==> config.mk <==
export PLATFORM = sky130hd
export DESIGN_NAME = hb_gate_ctrl
export DESIGN_NICKNAME = d
export VERILOG_FILES = /design/src/rtl/hb_gate_pkg.sv /design/src/rtl/hb_level_filter.sv /design/src/rtl/hb_gate_dp.sv /design/src/rtl/hb_gate_ctl.sv /design/src/rtl/hb_gate_ctrl.sv
export SDC_FILE = /design/constraint.sdc
export NUM_CORES = 1
export LEC_CHECK = 0
export BUFFER_PORTS_ARGS = -buffer_cell sky130_fd_sc_hd__buf_2
export CAP_MARGIN = 20
export CORE_MARGIN = 1
export CORE_UTILIZATION = 50
export CTS_BUF_LIST = sky130_fd_sc_hd__clkbuf_8
export DETAILED_ROUTE_END_ITERATION = 6
export PLACE_DENSITY = 0.72
export SLEW_MARGIN = 40
export SYNTH_ARGS = -nofsm -noshare
export SYNTH_HDL_FRONTEND = slang
export SYNTH_HIERARCHICAL = 1
export SYNTH_SLANG_ARGS = --single-unit
==> constraint.sdc <==
create_clock -name clk -period 1.9 [get_ports clk]
set_clock_uncertainty 0.1 [all_clocks]
set_input_delay 0.285 -clock clk [delete_from_list [all_inputs] [get_ports clk]]
set_output_delay 0.285 -clock clk [all_outputs]
set_load 0.02 [all_outputs]
==> src/rtl/hb_gate_pkg.sv <==
package hb_gate_pkg;

  typedef enum logic [1:0] {
    PROF_FET  = 2'd0,
    PROF_IGBT = 2'd1,
    PROF_BARE = 2'd2
  } hbProfile_e;

  typedef struct packed {
    logic hoSet;
    logic hoClr;
    logic loSet;
    logic loClr;
    logic deadLoad;
  } gateStrobe_t;

  function automatic int unsigned profFiltCyc(hbProfile_e p);
    case (p)
      PROF_FET: return 8;
      default:  return 20;
    endcase
  endfunction

  function automatic int unsigned profDeadCyc(hbProfile_e p);
    case (p)
      PROF_FET:  return 8;
      PROF_IGBT: return 38;
      default:   return 0;
    endcase
  endfunction

  function automatic bit profInterlock(hbProfile_e p);
    return (p != PROF_BARE);
  endfunction

endpackage

==> src/rtl/hb_level_filter.sv <==
module hb_level_filter #(
  parameter int unsigned CYC = 8
) (
  input  logic clk,
  input  logic rst_n,
  input  logic rawIn,
  output logic filtOut
);
  localparam int unsigned CNT_W = (CYC < 2) ? 1 : $clog2(CYC + 1);
  localparam logic [CNT_W-1:0] LAST = CNT_W'(CYC - 1);

  logic [1:0]       syncQ;
  logic [CNT_W-1:0] runCnt;
  logic             filtQ;

  always_ff @(posedge clk or negedge rst_n) begin
    if (!rst_n) begin
      syncQ  <= 2'b00;
      runCnt <= '0;
      filtQ  <= 1'b0;
    end else begin
      syncQ <= {syncQ[0], rawIn};
      if (syncQ[1] != filtQ) begin
        if (runCnt == LAST) begin
          filtQ  <= syncQ[1];
          runCnt <= '0;
        end else begin
          runCnt <= runCnt + 1'b1;
        end
      end else begin
        runCnt <= '0;
      end
    end
  end

  assign filtOut = filtQ;

  // an accepted level is the synchronized level after a full run
  p_filter_level_r2: assert property (@(posedge clk) disable iff (!rst_n)
    (filtQ != $past(filtQ)) |-> ($past(syncQ[1]) == filtQ))
    else $error("filter accepted a level it did not see");
  p_filter_run_r2: assert property (@(posedge clk) disable iff (!rst_n)
    (filtQ != $past(filtQ)) |-> ($past(runCnt) == LAST))
    else $error("filter accepted before full count");

endmodule

==> src/rtl/hb_gate_dp.sv <==
module hb_gate_dp
  import hb_gate_pkg::*;
#(
  parameter int unsigned FILT_CYC = 8,
  parameter int unsigned DEAD_CYC = 8,
  parameter int unsigned SUP_CYC  = 180
) (
  input  logic        clk,
  input  logic        rst_n,
  input  logic        hinRaw,
  input  logic        linRaw,
  input  logic        vddOkRaw,
  input  logic        vbsOkRaw,
  input  gateStrobe_t strobe,
  output logic        hinF,
  output logic        linF,
  output logic        vddOkF,
  output logic        vbsOkF,
  output logic        hoOut,
  output logic        loOut,
  output logic        deadDone
);
  localparam int unsigned NCH = 4;

  logic [NCH-1:0] rawVec;
  logic [NCH-1:0] filtVec;

  assign rawVec = {vbsOkRaw, vddOkRaw, linRaw, hinRaw};

  for (genvar g = 0; g < NCH; g++) begin : g_filt
    localparam int unsigned CH_CYC = (g < 2) ? FILT_CYC : SUP_CYC;
    hb_level_filter #(.CYC(CH_CYC)) u_filt (
      .clk    (clk),
      .rst_n  (rst_n),
      .rawIn  (rawVec[g]),
      .filtOut(filtVec[g])
    );
  end

  assign hinF   = filtVec[0];
  assign linF   = filtVec[1];
  assign vddOkF = filtVec[2];
  assign vbsOkF = filtVec[3];

  logic hoQ, loQ;
  always_ff @(posedge clk or negedge rst_n) begin
    if (!rst_n) begin
      hoQ <= 1'b0;
      loQ <= 1'b0;
    end else begin
      if (strobe.hoClr)      hoQ <= 1'b0;
      else if (strobe.hoSet) hoQ <= 1'b1;
      if (strobe.loClr)      loQ <= 1'b0;
      else if (strobe.loSet) loQ <= 1'b1;
    end
  end
  assign hoOut = hoQ;
  assign loOut = loQ;

  if (DEAD_CYC > 0) begin : g_dead
    localparam int unsigned DC_W = (DEAD_CYC < 2) ? 1 : $clog2(DEAD_CYC + 1);
    localparam logic [DC_W-1:0] RELOAD = DC_W'(DEAD_CYC - 1);
    logic [DC_W-1:0] deadCnt;
    always_ff @(posedge clk or negedge rst_n) begin
      if (!rst_n)               deadCnt <= '0;
      else if (strobe.deadLoad) deadCnt <= RELOAD;
      else if (deadCnt != '0)   deadCnt <= deadCnt - 1'b1;
    end
    assign deadDone = (deadCnt == '0);

    // a falling gate restarts the dead window from its full length
    p_dead_reload_r5: assert property (@(posedge clk) disable iff (!rst_n)
      ($fell(hoQ) || $fell(loQ)) |-> (deadCnt == RELOAD))
      else $error("dead window not restarted on gate fall");
  end else begin : g_nodead
    assign deadDone = 1'b1;
  end

endmodule

==> src/rtl/hb_gate_ctl.sv <==
module hb_gate_ctl
  import hb_gate_pkg::*;
#(
  parameter bit INTERLOCK = 1'b1
) (
  input  logic        clk,
  input  logic        rst_n,
  input  logic        hinF,
  input  logic        linF,
  input  logic        vddOkF,
  input  logic        vbsOkF,
  input  logic        hoOut,
  input  logic        loOut,
  input  logic        deadDone,
  output gateStrobe_t strobe
);
  logic hinPrev;
  logic hsArmed;
  logic supplyOk;
  logic hinRise;
  logic hsReq, lsReq;

  assign supplyOk = vddOkF & vbsOkF;
  assign hinRise  = hinF & ~hinPrev;

  always_ff @(posedge clk or negedge rst_n) begin
    if (!rst_n) begin
      hinPrev <= 1'b0;
      hsArmed <= 1'b0;
    end else begin
      hinPrev <= hinF;
      if (!supplyOk)    hsArmed <= 1'b0;
      else if (hinRise) hsArmed <= 1'b1;
    end
  end

  assign hsReq = hinF & (hsArmed | hinRise) & supplyOk;
  assign lsReq = linF & vddOkF;

  if (INTERLOCK) begin : g_lock
    logic bothReq, hsGo, lsGo;
    assign bothReq = hsReq & lsReq;
    assign hsGo    = hsReq & ~bothReq;
    assign lsGo    = lsReq & ~bothReq;
    always_comb begin
      strobe.hoClr    = hoOut & ~hsGo;
      strobe.loClr    = loOut & ~lsGo;
      strobe.hoSet    = ~hoOut & hsGo & ~loOut & deadDone;
      strobe.loSet    = ~loOut & lsGo & ~hoOut & deadDone;
      strobe.deadLoad = strobe.hoClr | strobe.loClr;
    end

    // gates never overlap
    p_no_overlap_r4: assert property (@(posedge clk) disable iff (!rst_n)
      !(hoOut && loOut))
      else $error("both gates high");
    // a gate only rises from a cycle where the other was low
    p_rise_from_idle_r5: assert property (@(posedge clk) disable iff (!rst_n)
      ($rose(hoOut) || $rose(loOut)) |-> (!$past(hoOut) && !$past(loOut)))
      else $error("gate rose without idle cycle");
  end else begin : g_free
    always_comb begin
      strobe.hoClr    = hoOut & ~hsReq;
      strobe.loClr    = loOut & ~lsReq;
      strobe.hoSet    = ~hoOut & hsReq;
      strobe.loSet    = ~loOut & lsReq;
      strobe.deadLoad = 1'b0;
    end
  end

  // low-side undervoltage forces both gates off next cycle
  p_uvlo_ls_off_r6: assert property (@(posedge clk) disable iff (!rst_n)
    !vddOkF |=> (!hoOut && !loOut))
    else $error("gate on during low-side undervoltage");
  // high-side undervoltage forces the high gate off next cycle
  p_uvlo_hs_off_r7: assert property (@(posedge clk) disable iff (!rst_n)
    !vbsOkF |=> !hoOut)
    else $error("high gate on during high-side undervoltage");
  // a rising high gate is always backed by an armed edge
  p_hs_armed_r8: assert property (@(posedge clk) disable iff (!rst_n)
    $rose(hoOut) |-> hsArmed)
    else $error("high gate rose without edge arming");

endmodule

==> src/rtl/hb_gate_ctrl.sv <==
module hb_gate_ctrl
  import hb_gate_pkg::*;
#(
  parameter hbProfile_e  PROFILE         = PROF_FET,
  parameter int unsigned SUPPLY_FILT_CYC = 180
) (
  input  logic clk,
  input  logic rst_n,
  input  logic hsCmd,
  input  logic lsCmd,
  input  logic lsSupplyOk,
  input  logic hsSupplyOk,
  output logic hsGate,
  output logic lsGate
);
  localparam int unsigned FILT_CYC  = profFiltCyc(PROFILE);
  localparam int unsigned DEAD_CYC  = profDeadCyc(PROFILE);
  localparam bit          INTERLOCK = profInterlock(PROFILE);

  gateStrobe_t strobe;
  logic hinF, linF, vddOkF, vbsOkF, hoOut, loOut, deadDone;

  hb_gate_dp #(
    .FILT_CYC(FILT_CYC),
    .DEAD_CYC(DEAD_CYC),
    .SUP_CYC (SUPPLY_FILT_CYC)
  ) u_dp (
    .clk     (clk),
    .rst_n   (rst_n),
    .hinRaw  (hsCmd),
    .linRaw  (lsCmd),
    .vddOkRaw(lsSupplyOk),
    .vbsOkRaw(hsSupplyOk),
    .strobe  (strobe),
    .hinF    (hinF),
    .linF    (linF),
    .vddOkF  (vddOkF),
    .vbsOkF  (vbsOkF),
    .hoOut   (hoOut),
    .loOut   (loOut),
    .deadDone(deadDone)
  );

  hb_gate_ctl #(.INTERLOCK(INTERLOCK)) u_ctl (
    .clk     (clk),
    .rst_n   (rst_n),
    .hinF    (hinF),
    .linF    (linF),
    .vddOkF  (vddOkF),
    .vbsOkF  (vbsOkF),
    .hoOut   (hoOut),
    .loOut   (loOut),
    .deadDone(deadDone),
    .strobe  (strobe)
  );

  assign hsGate = hoOut;
  assign lsGate = loOut;

endmodule

Yosys cells after proc, flatten, opt, wreduce, memory -nomap -nowiden
Cells that the tools add are included.

storage, ports and cells
  word-level logic and storage cells = 80
  input port bits = 6
  output and inout port bits = 2
  register bits after elaboration = 44

operators by class
  equal/unequal tests = 9
  bitwise gates (word level) = 24
  reductions and logical operators = 9
  add/sub/neg operators = 5
  muxes and demuxes = 16

operators with widths
  operator                                           number
  two-way mux 8 bit                                  4
  two-way mux 4 bit                                  6
  adder 8 x 1 -> 8 bit (second input constant)       2
  AND 1 bit                                          16
  == test 8 bit (second input constant)              2
  adder 4 x 1 -> 4 bit (second input constant)       2
  == test 4 x 3 -> 1 bit (second input constant)     2
  AND reduction 2 bit                                4
  two-way mux 1 bit                                  6
  inverter 1 bit                                     6
  nonzero test 2 bit                                 3
  logical NOT 4 bit                                  1
  inequality test 1 bit                              4
  nonzero test 4 bit                                 1
  subtractor 4 x 1 -> 4 bit (second input constant)  1
  inequality test 2 bit (second input constant)      1
  OR 1 bit                                           2

Depth between registers and ports, before layout
Gate-level depths: netlist of the first run.

  word-level depth = 13
  depth in mapped cells = 7
  depth with buffers taken out = 7

Cells and area by module
Netlist of the first run, hierarchy kept.

by module, submodules not included
  module                                       sequential area each (um^2)  area an instance (um^2)  cells an instance  instances
  hb_level_filter (u_dp.g_filt[2].u_filt ...)  275.3                        536.8                    49                 2
  hb_level_filter (u_dp.g_filt[0].u_filt ...)  175.2                        267.8                    20                 2
  hb_gate_dp                                   150.1                        292.8                    27                 1
  hb_gate_ctl                                  50.0                         142.6                    17                 1

Worst setup path after synthesis of the first run
OpenSTA, ideal clock, no wires.

  path kind = flip-flop to flip-flop
  start point = register u_ctl.hinPrev
  end point = register u_dp.g_dead.deadCnt[2]
  arrival time = 1.551 ns
  cell stages (with the launch flop) = 5
  required time = 1.676 ns
  period minus slack after synthesis = 1.775 ns
  buffers on the path = 0
  path slack = 0.125 ns
  library setup time = 0.124 ns
  cells stage by stage = dfrtp_1 nor2b_4 or4b_4 a22o_1 a211o_1

RTL lines
  element                   RTL line           text
  start: declaration        hb_gate_ctl.sv:17  logic hinPrev;
  start signal: assignment  hb_gate_ctl.sv:31  hinPrev <= hinF;
  end signal: assignment    hb_gate_dp.sv:67   else if (deadCnt != '0) deadCnt <= deadCnt - 1'b1;
  end: declaration          hb_gate_dp.sv:63   logic [DC_W-1:0] deadCnt;

==> results.cfg, run 1 <==
[cts]
numCtsBuffers = 5
h-tree-depth = 2
worstSkewPairLatency_ns = 0.29
cts_sinks = 44
cts_tree = built
postCtsSetupRepairBufs = 0
clk_pin_slew_ns = 0.09
cts_max_path_buffers = 2
cts_root_buffer = clkbuf_8

[final_layout]
nFillCells = 313
n_antenna_cell = 0
layout_commonest_cell = dfrtp_1
mostFrequentLayoutCells = dfrtp_1, nor2_1, nand2_1
fin_nets = 215
drive_above_1_share_pct = 16.7
syn_to_final_growth_pct = 13.8

[floorplanning]
die_area_um2 = 4350
num_io_pins = 8
die_w_um = 65.9
core_um2 = 3800
initial_utilization_pct = 53.8
die_h_um = 65.9
core.rowCount = 22

[critical_path]
crit_fanout = 7
path_cells = nor2b_4 -> or4b_4 -> a22o_4 -> nor2b_1 -> mux2i_1
cp_data_required_time_ns = 1.96
cp-start-kind = flip-flop
cp_slowest_cell = or4b_4
critPathMaxStageDelay_ns = 0.53
cp.arrival_ns = 1.89
crit_path_end_kind = flip-flop
path_class = reg -> reg
path_delay_family = simple AND/OR/NAND/NOR gates
path_depth = 5
cp_num_buf_inv = 0
r2r_cells = 5

[grt]
grt_first_pass_wirelength_mm = 6.02
grt_start_max_net_pins = 25
gr-total-overflow = 0
grt_usage_pct = 18.2
antenna_found_initial = 0
first_global_vias = 1417

[power_and_ir_drop]
power_mw = 1.99
p_per_area_nw_per_um2 = 855
power.leakage_nw = 1.06
irDropWorstVdd_uv = 637

[synthesis]
syn-instance-count = 182
synth_fp_nets = 195
avgSynthCellArea_um2 = 11.2
syn_area_um2 = 2040
yosys.cell_types.count = 42
synth_top_area_share_pct = 53.9
yosysWarningCount = 6
ys_seq_area_share_pct = 53.9
ys_ff_latch = 44
synth.top_cells.by_area = dfrtp_1, ha_1, nor2_1, nand2_1, o2111ai_1
synth_top_area_cell = dfrtp_1

[timing]
period_share_pct = 96.3
finalMaxSlewViolations = 0
rsz0062_at_grt = no
totalNegativeSetupSlack_ns = 0
finalCriticalPeriod_ns = 1.83
relSlewSlack_pct = 67.5
finalHoldViolations = 0
tightest_slew_ns = 0.488
max_freq_mhz = 547
finalSetupViolations = 0

[route]
drt_iter0_drc = 63
vias_per_cell = 5.65
routedWlPerCell_um = 13.5
vias = 1418
drc = 0
dr.pass1.iters = 4
drtAntennaViolNets = 0
totalWireLength_mm = 3.40

[place]
place_congestion = 0.813
io_buffer_count = 7
dp_hpwl_mm = 2.49

[outcome]
status = complete, no violations

[min_path]
hold_class = reg -> reg
holdPathStages = 0

[run]
drv_cap = 0
-- sequential cells by signal, summed over array words and instances (netlist names) --
signal	count
u_dp/hoOut	1
u_ctl/hsArmed	1
u_dp/loOut	1
u_dp/g_filt.u_filt/runCnt	24
u_dp/g_dead.deadCnt	4
u_ctl/hinPrev	1
u_dp/g_filt.u_filt/filtOut	4
u_dp/g_filt.u_filt/syncQ	8
-- synth_stat cells (all sizes together) --
cell / number
dfrtp: 44
nor2: 20
nand2: 15
nand3: 8
nor3: 8
ha: 7
inv: 6
nor2b: 6
o2111ai: 6
xnor2: 6
mux2: 5
a311oi: 4
mux2i: 4
nand4: 4
o21ai: 4
xor2: 4
a21oi: 3
nor3b: 3
a31oi: 2
and2: 2
buf: 2
clkbuf: 2
nand2b: 2
nand4bb: 2
o21ba: 2
o31ai: 2
or3: 2
or4: 2
a211o: 1
a22o: 1
and3b: 1
o211ai: 1
or4b: 1
-- path summary, 6_finish.rpt --
kind / start / endpoint / slack [ns]
setup / recovery: u_ctl/hinPrev$_DFF_PN0_ / u_dp/g_dead.deadCnt[1]$_DFFE_PN0P_ / 0.07
hold / removal: u_dp/g_filt[0].u_filt/syncQ[0]$_DFF_PN0_ / u_dp/g_filt[0].u_filt/syncQ[1]$_DFF_PN0_ / 0.26
setup reg to reg: u_ctl/hinPrev$_DFF_PN0_ / u_dp/g_dead.deadCnt[1]$_DFFE_PN0P_ / 0.07
hold reg to reg: u_dp/g_filt[0].u_filt/syncQ[0]$_DFF_PN0_ / u_dp/g_filt[0].u_filt/syncQ[1]$_DFF_PN0_ / 0.26
max in group asynchronous: rst_n / u_dp/g_filt[0].u_filt/runCnt[2]$_DFF_PN0_ / 0.83
min in group asynchronous: rst_n / u_dp/g_filt[2].u_filt/runCnt[6]$_DFF_PN0_ / 0.38
-- where the power goes --
group          switching, mW  internal [mW]  leakage [nW]
Combinational          0.120          0.144         0.428
Clock                  0.330          0.270        0.0491
Sequential            0.0921           1.03         0.585
-- timing repair --
item	CTS	global route
resized for setup	0	2
hold buffers	5	0
hold endpoints to repair	24	0
endpoints found under the setup margin	0	4
-- per-layer routing --
layer | vias to the layer above | share of wire [%] | track usage, %
li1 | 694 | - | -
met1 | 706 | 45 | 21.6
met2 | 16 | 52 | 32.1
met3 | 2 | 2.9 | 4.66
met4 | 0 | 0.68 | 5.85
met5 | - | 0 | 0
-- through the flow --
stage | hold WS (ns) | area, um^2 | utilization, % | std cells | setup slack, ns
2_1_floorplan | -0.111 | 2040 | - | 182 | 0.125
3_3_place_gp | 0.166 | 2170 | 57.2 | 238 | 0.0979
3_5_place_dp | 0.180 | 2170 | 57.2 | 238 | 0.0699
4_1_cts | 0.265 | 2320 | 61.0 | 251 | 0.0472
5_1_grt | 0.271 | 2330 | 61.2 | 251 | 0.00398
6_report | 0.261 | 2330 | 61.2 | 251 | 0.0708
-- cell families (layout without fill, tap and decap cells) --
group / Yosys count / after routing / synth area share [%]
AND/OR/NAND/NOR: 76 / 76 / 21.0
multiplexers: 9 / 9 / 5.08
flip-flops: 44 / 44 / 53.9
buffers and inverters: 10 / 31 / 1.96
adder cells (fa/ha/maj): 7 / 7 / 4.28
XOR/XNOR: 10 / 10 / 4.28
AO/OA/AOI/OAI: 26 / 26 / 9.55
-- cell type report --
cell class | count | area [um^2] | area share, %
flip-flops and latches | 44 | 1100 | 47.3
multi-input cells | 128 | 912 | 39.2
repair buffers | 17 | 135 | 5.81
clock buffers | 5 | 68.8 | 2.96
well taps | 48 | 60.1 | 2.58
clock inverters | 3 | 26.3 | 1.13
inverters | 6 | 22.5 | 0.968
No activity file was read; power rests on OpenSTA's default activity.
==> run 2, diff against run 1 <==
--- a/config.mk
+++ b/config.mk
@@ -6,4 +6,5 @@
 export NUM_CORES = 1
 export LEC_CHECK = 0
+export ABC_AREA = 1
 export BUFFER_PORTS_ARGS = -buffer_cell sky130_fd_sc_hd__buf_2
 export CAP_MARGIN = 20
@@ -18,2 +19,3 @@
 export SYNTH_HIERARCHICAL = 1
 export SYNTH_SLANG_ARGS = --single-unit
+export TNS_END_PERCENT = 5
==> constraint.sdc (replaced) <==
create_clock -name clk -period 1.9 [get_ports clk]
set_clock_uncertainty 0.1 [all_clocks]
set_input_delay 0.285 -clock clk [delete_from_list [all_inputs] [get_ports clk]]
set_output_delay 0.285 -clock clk [all_outputs]
set_load 0.01 [all_outputs]
==> results.cfg, run 2 <==
[outcome]
status = complete, no violations

[final_layout]
nFillCells = 332
mostFrequentLayoutCells = nand2_1, dfrtp_1, nor2_1
post-route-util_pct = 60.6
layout_commonest_cell = nand2_1
fin_nets = 270
syn_to_final_growth_pct = 11.8
drive_above_1_share_pct = 14.0
final_area_um2 = 2300
reg.largest.list = u_dp/g_filt.u_filt/runCnt: 24 flops, u_dp/g_filt.u_filt/syncQ: 8 flops
max_flop_register = u_dp/g_filt.u_filt/runCnt
n_antenna_cell = 0
largest_reg_flops = 24

[critical_path]
cp-start-kind = flip-flop
r2r_cells = 9
cp.arrival_ns = 1.57
cp_data_required_time_ns = 1.99
crit_fanout = 6
crit_path_end_kind = flip-flop
path_class = reg -> reg

[grt]
grt_start_max_net_pins = 25
antenna_found_initial = 0
first_global_vias = 1425
grt_first_pass_wirelength_mm = 5.87
gr-total-overflow = 0
grt_usage_pct = 18.4

[timing]
relSlewSlack_pct = 67.7
totalNegativeSetupSlack_ns = 0
finalCriticalPeriod_ns = 1.49
finalMaxSlewViolations = 0
period_share_pct = 78.2
finalSetupViolations = 0
max_freq_mhz = 673
worst_slack_ns = 0.414
rsz0062_at_grt = no
tightest_slew_ns = 0.485
finalHoldViolations = 0

[route]
vias = 1496
drtAntennaViolNets = 0
routedWlPerCell_um = 10.7
totalWireLength_mm = 3.26
vias_per_cell = 4.90
drt_iter0_drc = 97
drc = 0
dr.pass1.iters = 4

[floorplanning]
num_io_pins = 8
die_h_um = 66.2
initial_utilization_pct = 54.2
core_um2 = 3800
die_w_um = 66.2
die_area_um2 = 4380
core.rowCount = 22

[cts]
clk_pin_slew_ns = 0.08
cts_max_path_buffers = 2
h-tree-depth = 2
cts_tree = built
cts_root_buffer = clkbuf_8
cts_sinks = 44
cts_resized = 0
postCtsSetupRepairBufs = 0
numCtsBuffers = 5
worstSkewPairLatency_ns = 0.29

[power_and_ir_drop]
seq_power_share_pct = 59.0
p_per_area_nw_per_um2 = 813
power_frac_comb_pct = 12.3
switching_share_pct = 27.0
internal_power_mw = 1.37
switching_power_mw = 0.505
clkPwrFrac_pct = 28.7
power_mw = 1.87
power.leakage_nw = 1.18
irDropWorstVdd_uv = 568

[min_path]
holdPathStages = 0
hold_class = reg -> reg

[synthesis]
ys_seq_area_share_pct = 53.5
synth_edf_count = 0
synth_common_cells = nand2_1, dfrtp_1, nor2_1, inv_1, nand3_1
synthArstFlopShare_pct = 100
synth_top_area_share_pct = 53.5
yosysWarningCount = 6
ys_ff_latch = 44
synth.top_cells.by_area = dfrtp_1, nand2_1, nor2_1, inv_1, nand3_1
synth_top_area_cell = dfrtp_1
synth_top_flop_cell = dfrtp_1
yosysMostFrequentCell = nand2_1
avgSynthCellArea_um2 = 8.69
synth_fp_nets = 250
syn-instance-count = 237
yosys.cell_types.count = 20
syn_area_um2 = 2060

[run]
drv_cap = 0

[place]
io_buffer_count = 7
place_congestion = 0.791
dp_hpwl_mm = 2.33
dp_slack_ns = 0.446
dpl_cell_area_um2 = 2170
run 2: cells by family (layout without fill, tap and decap cells):
family                   after synthesis  in the layout  share of synthesized area, %
XOR/XNOR                               8              8                          4.13
buffers and inverters                 35             55                          6.38
AO/OA/AOI/OAI                         13             13                          3.34
adder cells (fa/ha/maj)                7              7                          4.25
AND/OR/NAND/NOR                      130            130                          28.4
flip-flops                            44             44                          53.5
run 2: power groups by stage:
stage,clock network (mW),registers (mW),logic [mW]
floorplan,0,1.11,0.169
detailed placement,0,1.12,0.224
CTS,0.571,1.10,0.234
global route,0.595,1.12,0.284
finish,0.536,1.11,0.230
global placement,0,1.12,0.220
run 2: stage by stage:
step / hold WS [ns] / instances
2_1_floorplan: -0.111 / 237
3_3_place_gp: 0.178 / 293
3_5_place_dp: 0.175 / 293
4_1_cts: 0.255 / 305
5_1_grt: 0.269 / 305
6_report: 0.251 / 305
run 2: final timing paths:
| path | from | to | slack [ns] |
|---|---|---|---|
| worst min-delay path | u_dp/g_filt[2].u_filt/syncQ[0]$_DFF_PN0_ | u_dp/g_filt[2].u_filt/syncQ[1]$_DFF_PN0_ | 0.25 |
| worst max-delay path | u_dp/g_filt[2].u_filt/filtOut$_DFFE_PN0P_ | u_dp/g_dead.deadCnt[0]$_DFFE_PN0P_ | 0.41 |
| max in group asynchronous | rst_n | u_dp/g_filt[0].u_filt/syncQ[1]$_DFF_PN0_ | 0.82 |
| worst min register to register | u_dp/g_filt[2].u_filt/syncQ[0]$_DFF_PN0_ | u_dp/g_filt[2].u_filt/syncQ[1]$_DFF_PN0_ | 0.25 |
| min in group asynchronous | rst_n | u_dp/g_dead.deadCnt[3]$_DFFE_PN0P_ | 0.38 |
| worst max register to register | u_dp/g_filt[2].u_filt/filtOut$_DFFE_PN0P_ | u_dp/g_dead.deadCnt[0]$_DFFE_PN0P_ | 0.41 |
run 2: what timing repair did:
| item | CTS | global route |
|---|---|---|
| endpoints found under the setup margin | 0 | 0 |
| hold buffers | 5 | 0 |
| hold endpoints to repair | 24 | 0 |
run 2: critical path: stages, from the launching register on:
cell     delay (ns)
dfrtp_1        0.46
nand2_1        0.10
inv_1          0.08
nand3_1        0.10
nand2_1        0.09
nand2_1        0.08
inv_2          0.10
nand4_1        0.14
nand2_1        0.09
nand2_1        0.05
run 2: final cells by class:
type / instances / area, um^2 / area share, %
flip-flops and latches: 44 / 1100 / 47.8
multi-input cells: 158 / 827 / 35.9
inverters: 35 / 131 / 5.71
repair buffers: 13 / 105 / 4.57
clock buffers: 5 / 68.8 / 2.99
well taps: 48 / 60.1 / 2.61
clock inverters: 2 / 8.76 / 0.380
run 2: routing by layer:
layer	GRT usage, %	up-vias	part of all wire, %
li1	-	776	-
met1	22.5	691	49
met2	30.5	24	46
met3	4.14	5	2.8
met4	9.57	0	2.0
met5	0	-	0
==> run 3, diff against run 2 <==
ABC_AREA = 0   (was 1)
PLACE_DENSITY = 0.74   (was 0.72)
clock period = 1.31 ns   (was 1.9 ns; I/O delays follow)
==> results.cfg, run 3 (synthesized netlist as in run 1, its figures left out) <==
[outcome]
status = complete, but fails checks
violations = setup timing

[min_path]
whs_endpoint = u_dp/g_filt[1].u_filt/syncQ[1]$_DFF_PN0_
hp-start = u_dp/g_filt[1].u_filt/syncQ[0]$_DFF_PN0_
holdPathStages = 0
hold_class = reg -> reg

[grt]
first_global_vias = 1776
grt_first_pass_wirelength_mm = 7.38
grt_usage_pct = 22.5
grt_start_max_net_pins = 45
gr-total-overflow = 0
antenna_found_initial = 0

[floorplanning]
die_area_um2 = 4350
core.rowCount = 22
num_io_pins = 8
initial_utilization_pct = 53.8
die_w_um = 65.9
core_um2 = 3800
die_h_um = 65.9

[critical_path]
cp.arrival_ns = 1.88
r2r_cells = 5
crit_fanout = 7
r2r_start = u_ctl/hinPrev$_DFF_PN0_
reg2reg_setup_slack_ns = -0.44
path_class = reg -> reg
cp_data_required_time_ns = 1.44
cp-start-kind = flip-flop
crit_path_end_kind = flip-flop
timing.rr.end = u_dp/g_dead.deadCnt[3]$_DFFE_PN0P_

[cts]
numCtsBuffers = 5
clk_pin_slew_ns = 0.08
cts_sinks = 44
cts_root_buffer = clkbuf_8
postCtsSetupRepairBufs = 0
h-tree-depth = 2
cts_tree = built
worstSkewPairLatency_ns = 0.29
cts_max_path_buffers = 2

[final_layout]
max_flop_register = u_dp/g_filt.u_filt/runCnt
final_area_um2 = 2710
fin_nets = 250
largest_reg_flops = 24
reg.largest.list = u_dp/g_filt.u_filt/runCnt: 24 flops, u_dp/g_filt.u_filt/syncQ: 8 flops
mostFrequentLayoutCells = dfrtp_1, buf_4, nor2_1
n_antenna_cell = 0
syn_to_final_growth_pct = 32.7
nFillCells = 270
layout_commonest_cell = dfrtp_1
drive_above_1_share_pct = 37.8

[route]
totalWireLength_mm = 4.16
drtAntennaViolNets = 0
drc = 0
drt_iter0_drc = 87
vias = 1577
dr.pass1.iters = 5
routedWlPerCell_um = 14.5
vias_per_cell = 5.51

[run]
drv_cap = 0

[timing]
max_freq_mhz = 571
finalHoldViolations = 0
rsz0062_at_grt = yes
finalCriticalPeriod_ns = 1.75
hold_ws_ns = 0.252
totalNegativeSetupSlack_ns = -3.11
period_share_pct = 134
tightest_slew_ns = 0.355
finalSetupViolations = 19
finalMaxSlewViolations = 0
worst_slack_ns = -0.442
relSlewSlack_pct = 76.2

[power_and_ir_drop]
irDropWorstVdd_uv = 838
power_mw = 3.22
power.leakage_nw = 1.26
p_per_area_nw_per_um2 = 1190

[place]
place_congestion = 0.915
dpl_cell_area_um2 = 2450
io_buffer_count = 7
dp_hpwl_mm = 2.87
dp_slack_ns = -0.412
run 3: final cells by class:
class,instances,area [um^2],share of cell area [%]
clock buffer,7,96.3,3.55
clock inverter,1,30.0,1.11
inverter,6,22.5,0.830
multi-input combinational,128,1010,37.1
sequential,44,1100,40.6
tap,48,60.1,2.21
timing repair buffer,52,398,14.7
run 3: where the power goes:
group / total (mW) / switching [mW] / internal, mW
Clock: 1.10 / 0.431 / 0.672
Sequential: 1.59 / 0.0990 / 1.50
Combinational: 0.527 / 0.237 / 0.290
run 3: routing by layer:
metal	wire length, um	vias to the layer above	GRT usage, %	share of wire, %
met3	80	4	3.62	1.9
met4	31	0	11.4	0.75
met5	0	-	0	0
met1	1760	804	26.1	42
li1	-	758	-	-
met2	2290	11	39.7	55
run 3: repair_timing:
action / CTS / global route
gates resized for setup: 12 / 10
hold buffers: 5 / 0
setup endpoints to repair: 21 / 23
hold endpoints to repair: 48 / 0
pin swaps: 9 / 1
run 3: worst max-delay path by stage:
stage                                         startpoint                                  to  slack (ns)  cells after the start
3_5_place_dp                     u_ctl/hinPrev$_DFF_PN0_  u_dp/g_dead.deadCnt[2]$_DFFE_PN0P_       -0.41                      4
6_report                         u_ctl/hinPrev$_DFF_PN0_  u_dp/g_dead.deadCnt[3]$_DFFE_PN0P_       -0.44                      5
2_1_floorplan  u_dp/g_filt[3].u_filt/filtOut$_DFFE_PN0P_  u_dp/g_dead.deadCnt[2]$_DFFE_PN0P_       -0.40                      4
3_3_place_gp                     u_ctl/hinPrev$_DFF_PN0_  u_dp/g_dead.deadCnt[2]$_DFFE_PN0P_       -0.38                      4
4_1_cts                          u_ctl/hinPrev$_DFF_PN0_  u_dp/g_dead.deadCnt[2]$_DFFE_PN0P_       -0.42                      4
5_1_grt                          u_ctl/hinPrev$_DFF_PN0_  u_dp/g_dead.deadCnt[3]$_DFFE_PN0P_       -0.49                      5
run 3: metrics by stage:
stage	instances	util [%]
global route	286	71.4
global placement	273	64.6
CTS	286	70.4
floorplan	182	-
detailed placement	273	64.6
finish	286	71.4
run 3: critical path, stage by stage (launching register included):
cell and delay, ns:
dfrtp_1 0.39, nor2b_4 0.13, or4b_4 0.48, a22o_4 0.29, nor3_2 0.13, mux2_4 0.17
